===== src/rtl/idxptr_pkg.sv =====
package idxptr_pkg;

   typedef enum logic [2:0] {
      OP_NONE,
      OP_SETPTR,
      OP_GETPTR,
      OP_STORE,
      OP_LOAD
   } op_kind_e;

   typedef enum logic [2:0] {
      MOD_NONE,
      MOD_PREINC,
      MOD_POSTINC,
      MOD_PREDEC,
      MOD_POSTDEC
   } ptr_mod_e;

   typedef struct packed {
      op_kind_e kind;
      ptr_mod_e modf;
   } port_op_t;

endpackage


===== src/rtl/idxptr_decode.sv =====
module idxptr_decode
   import idxptr_pkg::*;
(
   input  logic [3:0] port_num,
   output port_op_t   op
);

   logic     is_out;
   logic [2:0] fld;
   ptr_mod_e modv;

   assign is_out = port_num[3];
   assign fld    = port_num[2:0];

   always_comb begin
      case (fld)
         3'd2:    modv = MOD_PREINC;
         3'd3:    modv = MOD_POSTINC;
         3'd4:    modv = MOD_PREDEC;
         3'd5:    modv = MOD_POSTDEC;
         default: modv = MOD_NONE;
      endcase
   end

   always_comb begin
      op.modf = MOD_NONE;
      if (fld == 3'd0) begin
         op.kind = is_out ? OP_GETPTR : OP_SETPTR;
      end else if (fld <= 3'd5) begin
         op.kind = is_out ? OP_LOAD : OP_STORE;
         op.modf = modv;
      end else begin
         op.kind = OP_NONE;
      end
   end

endmodule


===== src/rtl/idxptr_pointer.sv =====
module idxptr_pointer
   import idxptr_pkg::*;
#(
   parameter int DATA_W = 16,
   parameter int DEPTH  = 256,
   localparam int ADDR_W = $clog2(DEPTH)
) (
   input  logic              clk,
   input  logic              rst_n,
   input  logic              fire,
   input  port_op_t          op,
   input  logic [DATA_W-1:0] wdata,
   output logic [ADDR_W-1:0] ptr,
   output logic [ADDR_W-1:0] acc_addr
);

   localparam bit IS_POW2 = (DEPTH & (DEPTH - 1)) == 0;
   localparam logic [ADDR_W-1:0] LAST = ADDR_W'(DEPTH - 1);

   logic [ADDR_W-1:0] ptr_q;
   logic [ADDR_W-1:0] inc_v;
   logic [ADDR_W-1:0] dec_v;
   logic [ADDR_W-1:0] step_v;
   logic [ADDR_W-1:0] load_v;
   logic [ADDR_W-1:0] ptr_d;
   logic              pre_m;
   logic              any_m;

   generate
      if (IS_POW2) begin : g_pow2
         assign inc_v = ptr_q + 1'b1;
         assign dec_v = ptr_q - 1'b1;
      end else begin : g_mod
         assign inc_v = (ptr_q == LAST) ? '0 : ptr_q + 1'b1;
         assign dec_v = (ptr_q == '0) ? LAST : ptr_q - 1'b1;
      end
   endgenerate

   assign load_v = ADDR_W'(wdata % DATA_W'(DEPTH));
   assign step_v = (op.modf == MOD_PREINC || op.modf == MOD_POSTINC) ? inc_v : dec_v;
   assign pre_m  = (op.modf == MOD_PREINC || op.modf == MOD_PREDEC);
   assign any_m  = (op.modf != MOD_NONE);

   always_comb begin
      ptr_d = ptr_q;
      if (op.kind == OP_SETPTR) begin
         ptr_d = load_v;
      end else if ((op.kind == OP_STORE || op.kind == OP_LOAD) && any_m) begin
         ptr_d = step_v;
      end
   end

   always_ff @(posedge clk) begin
      if (!rst_n) begin
         ptr_q <= '0;
      end else if (fire) begin
         ptr_q <= ptr_d;
      end
   end

   assign ptr      = ptr_q;
   assign acc_addr = pre_m ? step_v : ptr_q;

endmodule


===== src/rtl/idxptr_resp.sv =====
module idxptr_resp #(
   parameter int DATA_W = 16
) (
   input  logic              clk,
   input  logic              rst_n,
   input  logic              mem_read_go,
   input  logic              ptr_read_go,
   input  logic [DATA_W-1:0] ptr_word,
   input  logic [DATA_W-1:0] mem_rdata,
   input  logic              rd_ready,
   output logic              rd_valid,
   output logic [DATA_W-1:0] rd_data,
   output logic              busy
);

   logic              pend_q;
   logic              vld_q;
   logic [DATA_W-1:0] data_q;

   always_ff @(posedge clk) begin
      if (!rst_n) begin
         pend_q <= 1'b0;
         vld_q  <= 1'b0;
         data_q <= '0;
      end else begin
         if (vld_q && rd_ready) begin
            vld_q <= 1'b0;
         end
         if (pend_q) begin
            pend_q <= 1'b0;
            vld_q  <= 1'b1;
            data_q <= mem_rdata;
         end
         if (mem_read_go) begin
            pend_q <= 1'b1;
         end
         if (ptr_read_go) begin
            vld_q  <= 1'b1;
            data_q <= ptr_word;
         end
      end
   end

   assign rd_valid = vld_q;
   assign rd_data  = data_q;
   assign busy     = pend_q | vld_q;

endmodule


===== src/rtl/idxptr_unit.sv =====
module idxptr_unit
   import idxptr_pkg::*;
#(
   parameter int DATA_W = 16,
   parameter int DEPTH  = 256,
   localparam int ADDR_W = $clog2(DEPTH)
) (
   input  logic              clk,
   input  logic              rst_n,
   input  logic              cmd_valid,
   output logic              cmd_ready,
   input  logic [3:0]        cmd_port,
   input  logic [DATA_W-1:0] cmd_wdata,
   output logic              rd_valid,
   input  logic              rd_ready,
   output logic [DATA_W-1:0] rd_data,
   output logic              mem_en,
   output logic              mem_we,
   output logic [ADDR_W-1:0] mem_addr,
   output logic [DATA_W-1:0] mem_wdata,
   input  logic [DATA_W-1:0] mem_rdata
);

   generate
      if (DEPTH < 2) begin : g_bad_depth
         $error("idxptr_unit: DEPTH must be at least 2");
      end
      if (DATA_W < ADDR_W) begin : g_bad_width
         $error("idxptr_unit: DATA_W must hold a full pointer");
      end
   endgenerate

   port_op_t          op;
   logic              fire;
   logic              busy;
   logic [ADDR_W-1:0] ptr;
   logic [ADDR_W-1:0] acc_addr;

   assign fire      = cmd_valid & ~busy;
   assign cmd_ready = ~busy;

   idxptr_decode u_dec (
      .port_num (cmd_port),
      .op       (op)
   );

   idxptr_pointer #(
      .DATA_W (DATA_W),
      .DEPTH  (DEPTH)
   ) u_ptr (
      .clk      (clk),
      .rst_n    (rst_n),
      .fire     (fire),
      .op       (op),
      .wdata    (cmd_wdata),
      .ptr      (ptr),
      .acc_addr (acc_addr)
   );

   idxptr_resp #(
      .DATA_W (DATA_W)
   ) u_resp (
      .clk         (clk),
      .rst_n       (rst_n),
      .mem_read_go (fire && op.kind == OP_LOAD),
      .ptr_read_go (fire && op.kind == OP_GETPTR),
      .ptr_word    (DATA_W'(ptr)),
      .mem_rdata   (mem_rdata),
      .rd_ready    (rd_ready),
      .rd_valid    (rd_valid),
      .rd_data     (rd_data),
      .busy        (busy)
   );

   assign mem_en    = fire && (op.kind == OP_STORE || op.kind == OP_LOAD);
   assign mem_we    = fire && op.kind == OP_STORE;
   assign mem_addr  = acc_addr;
   assign mem_wdata = cmd_wdata;

endmodule


===== config.mk =====
export PLATFORM = sky130hd
export DESIGN_NAME = idxptr_unit
export DESIGN_NICKNAME = d
export VERILOG_FILES = /design/src/rtl/idxptr_pkg.sv /design/src/rtl/idxptr_decode.sv /design/src/rtl/idxptr_pointer.sv /design/src/rtl/idxptr_resp.sv /design/src/rtl/idxptr_unit.sv
export SDC_FILE = /design/constraint.sdc
export NUM_CORES = 1
export LEC_CHECK = 0
export CORE_MARGIN = 1
export CORE_UTILIZATION = 43
export DETAILED_ROUTE_END_ITERATION = 10
export PLACE_DENSITY = 0.82
export SKIP_LAST_GASP = 1
export SLEW_MARGIN = 20
export SYNTH_ARGS = -nofsm -noshare
export SYNTH_HDL_FRONTEND = slang
export SYNTH_SLANG_ARGS = --single-unit
export TNS_END_PERCENT = 30

===== constraint.sdc =====
create_clock -name clk -period 7.72 [get_ports clk]
set_clock_uncertainty 0.1 [all_clocks]
set_input_delay 1.158 -clock clk [delete_from_list [all_inputs] [get_ports clk]]
set_output_delay 1.158 -clock clk [all_outputs]
set_load 0.1 [all_outputs]

==> run summary <==
DPL Wire Length - 3000 um
Synthesized cell area - 0.00166 mm^2
Tmin final - 5.93 ns
Initial core utilization - 0.450
Unique cell type count in the Yosys netlist - 47
IO buf count - 67
Hold Buf Count CTS - 0
Number of DRC markers in iteration 0 - 49
Clock share of power - 0.180
Pins Over Slew Limit - 0
Quantity of gates resized following cts - 0
CP Max Fanout - 6
CP arrival - 4.67 ns
Max Cap Viol - 0
Seq pwr share - 0.316
CTS root buf - clkbuf_8
Number of synthesized flops with an enable pin - 0
Fin crit share - 0.768
Syn nets - 239
Worst-margin pin slew - 0.988 ns
Die height - 64.2 um
WP data required - 6.46 ns
CP top delay family - buffers and inverters
Synth Warn # - 0
Pwr per Cell Area - 210 mW/mm^2
Startpoint types - primary input
Switching Fraction - 0.449
Int Power - 0.000263 W
Filler instances - 330
Gate power share - 0.504
Num CTS Buffers - 3
Synth top area cells - dfxtp_1 (31%), buf_4 (8.1%), mux2i_1 (5.4%)
DRC - 0
Flip-flop and latch area - 520 um^2
Die X - 64.2 um
Synth async-reset ratio - 0
Hold Slack - 0.356 ns
RSZ-0062 raised after global routing - false
Post-CTS setup buffer count - 0
Clk slew on worst S/H paths - 0.08 ns
Final setup viols - 0
Final global-route overflow total - 0
Area of the multi-input gates - 947 um^2
Area grow syn2layout - 36.5%
Worst hold path type - flip-flop to flip-flop
Worst vdd ir - 0.122 mV
Num rows - 22
Status - completed
Ant diodes - 0
Routed wire length per instance - 13.3 um
Layout Nets - 286
Clock buffer depth - 2
Full die area - 0.00412 mm^2
Leading area contributor after synthesis - dfxtp_1
Critical Path Max Stage Delay - 1.17 ns
Endpoint class of the critical path - primary output
Critical path cell sequence - clkdlybuf4s50_1 > and2b_1 > inv_1 > ha_1 > nor2b_4 > o31a_1 > o21a_1 > o21a_1 > o41ai_2 > clkdlybuf4s50_1
Buffers & Inverters on Critical Path - 3
Mapped Cells - 192
Largest net degree at the start of global routing - 20
Fmax - 169 MHz
DRT antenna net count - 0
Sequential share of the synthesized area - 0.313
Sw Pwr - 0.000214 W
Skew-Pair Late Insertion Delay - 0.27 ns
Count leader, synth - dfxtp_1
Yosys top cell area share - 0.313
GPL Wtd Cong - 0.835
Number of global-route vias before repair - 1,359
Routed WL - 3800 um
Avg Inst Size Synth - 8.65 um^2
Worst path slowest cell - clkdlybuf4s50_1
All-Layer GR Usage - 0.188
Via density - 5.28
Crit Path Category - primary input to primary output
Initial antenna violation count - 0
Synth top cells by count - dfxtp_1 (26), buf_4 (18), nor2_1 (18)
First-pass iteration count of the detailed router - 4
CTS sink cnt - 26
CTS tree - built
Post-Route Setup TNS - 0 ns
#FFs+latches synth - 26
Most used DFF post-synth - dfxtp_1
Slew headroom - 0.339
Via count - 1,511
First-pass GRT wire length - 6140 um
Share of cells above drive strength 1 - 0.0630
Core area - 0.00369 mm^2
Leakage - 0.832 nW
Io pins - 84
Final Hold Fails - 0
H-tree Lvls - 1
[sequential cells by signal, indices dropped and copies added (netlist names)]
signal and count:
u_ptr.ptr 8, u_resp.pend_q 1, u_resp.rd_data 16, u_resp.rd_valid 1
[kinds of logic (layout without fill, tap and decap cells)]
family,after synthesis,in the layout,synth area share
simple gates,59,59,0.184
buf+inv,29,75,0.117
xor+xnor,7,7,0.0369
mux,13,13,0.0813
fa+ha+maj,7,7,0.0572
compound gates,51,51,0.211
flops,26,26,0.313
[tightest hold or removal path, delay by kind of cell (launching register included)]
kind | cells | cell delay [ns]
AOI/OAI and AO/OA | 1 | 0.05
DFF | 1 | 0.32
and+or+nand+nor | 1 | 0.05
[cell type report]
| class | count | area share |
|---|---|---|
| Tap cell | 48 | 0.0265 |
| Clock buffer | 4 | 0.0243 |
| Timing Repair Buffer | 67 | 0.296 |
| Multi-Input combinational cell | 137 | 0.418 |
| Inverter | 4 | 0.00662 |
| Sequential cell | 26 | 0.229 |
[layer usage]
| layer | GRT usage | vias up | routed length [um] |
|---|---|---|---|
| met5 | 0 | - | 0 |
| met4 | 0.0778 | 0 | 63 |
| met3 | 0.0304 | 7 | 240 |
| met2 | 0.318 | 54 | 1760 |
| met1 | 0.236 | 681 | 1730 |
| li1 | - | 769 | - |
[final timing paths]
check	slack (ns)	to	startpoint	depth (start not counted)
worst max-delay path	1.79	mem_addr[6]	cmd_port[2]	10
worst min-delay path	0.36	u_resp.rd_data[0]$_SDFFE_PN0P_	u_resp.rd_data[0]$_SDFFE_PN0P_	2
worst max register to register	5.60	u_ptr.ptr[7]$_SDFFE_PN0P_	u_resp.pend_q$_SDFF_PN0_	5
worst min register to register	0.36	u_resp.rd_data[0]$_SDFFE_PN0P_	u_resp.rd_data[0]$_SDFFE_PN0P_	2
[per-stage QoR]
stage          power (W)  setup WS, ns  instance area [um^2]  std cells  utilization
6_report        0.000477          1.79                  2270        286        0.615
5_1_grt         0.000500          1.59                  2270        286        0.615
4_1_cts         0.000480          1.77                  2270        286        0.615
3_5_place_dp    0.000394          1.76                  2210        282        0.600
3_3_place_gp    0.000393          1.77                  2210        282        0.600
2_1_floorplan   0.000359          1.59                  1660        192            -
[power groups by stage]
stage | logic [W] | registers, W | clock network [W]
3_5_place_dp | 0.000240 | 0.000154 | 0
2_1_floorplan | 0.000190 | 0.000169 | 0
5_1_grt | 0.000254 | 0.000152 | 0.0000938
6_report | 0.000240 | 0.000151 | 0.0000859
3_3_place_gp | 0.000239 | 0.000154 | 0
4_1_cts | 0.000241 | 0.000151 | 0.0000883
[cells in the final DEF (no fill, tap or decap), types with 3 or more instances in the layout]
cell type	n
a21oi_1	16
nand2b_1	3
dfxtp_1	26
clkdlybuf4s50_1	67
o21ai_1	5
ha_1	6
a22oi_1	8
nor3_1	3
clkbuf_8	4
nand3_1	5
mux2_1	3
xnor2_1	5
o21ai_0	4
o21a_1	3
inv_1	4
mux2i_1	9
nand2_1	17
a31oi_1	3
nor2_1	18
No activity file was read; power rests on OpenSTA's default activity.
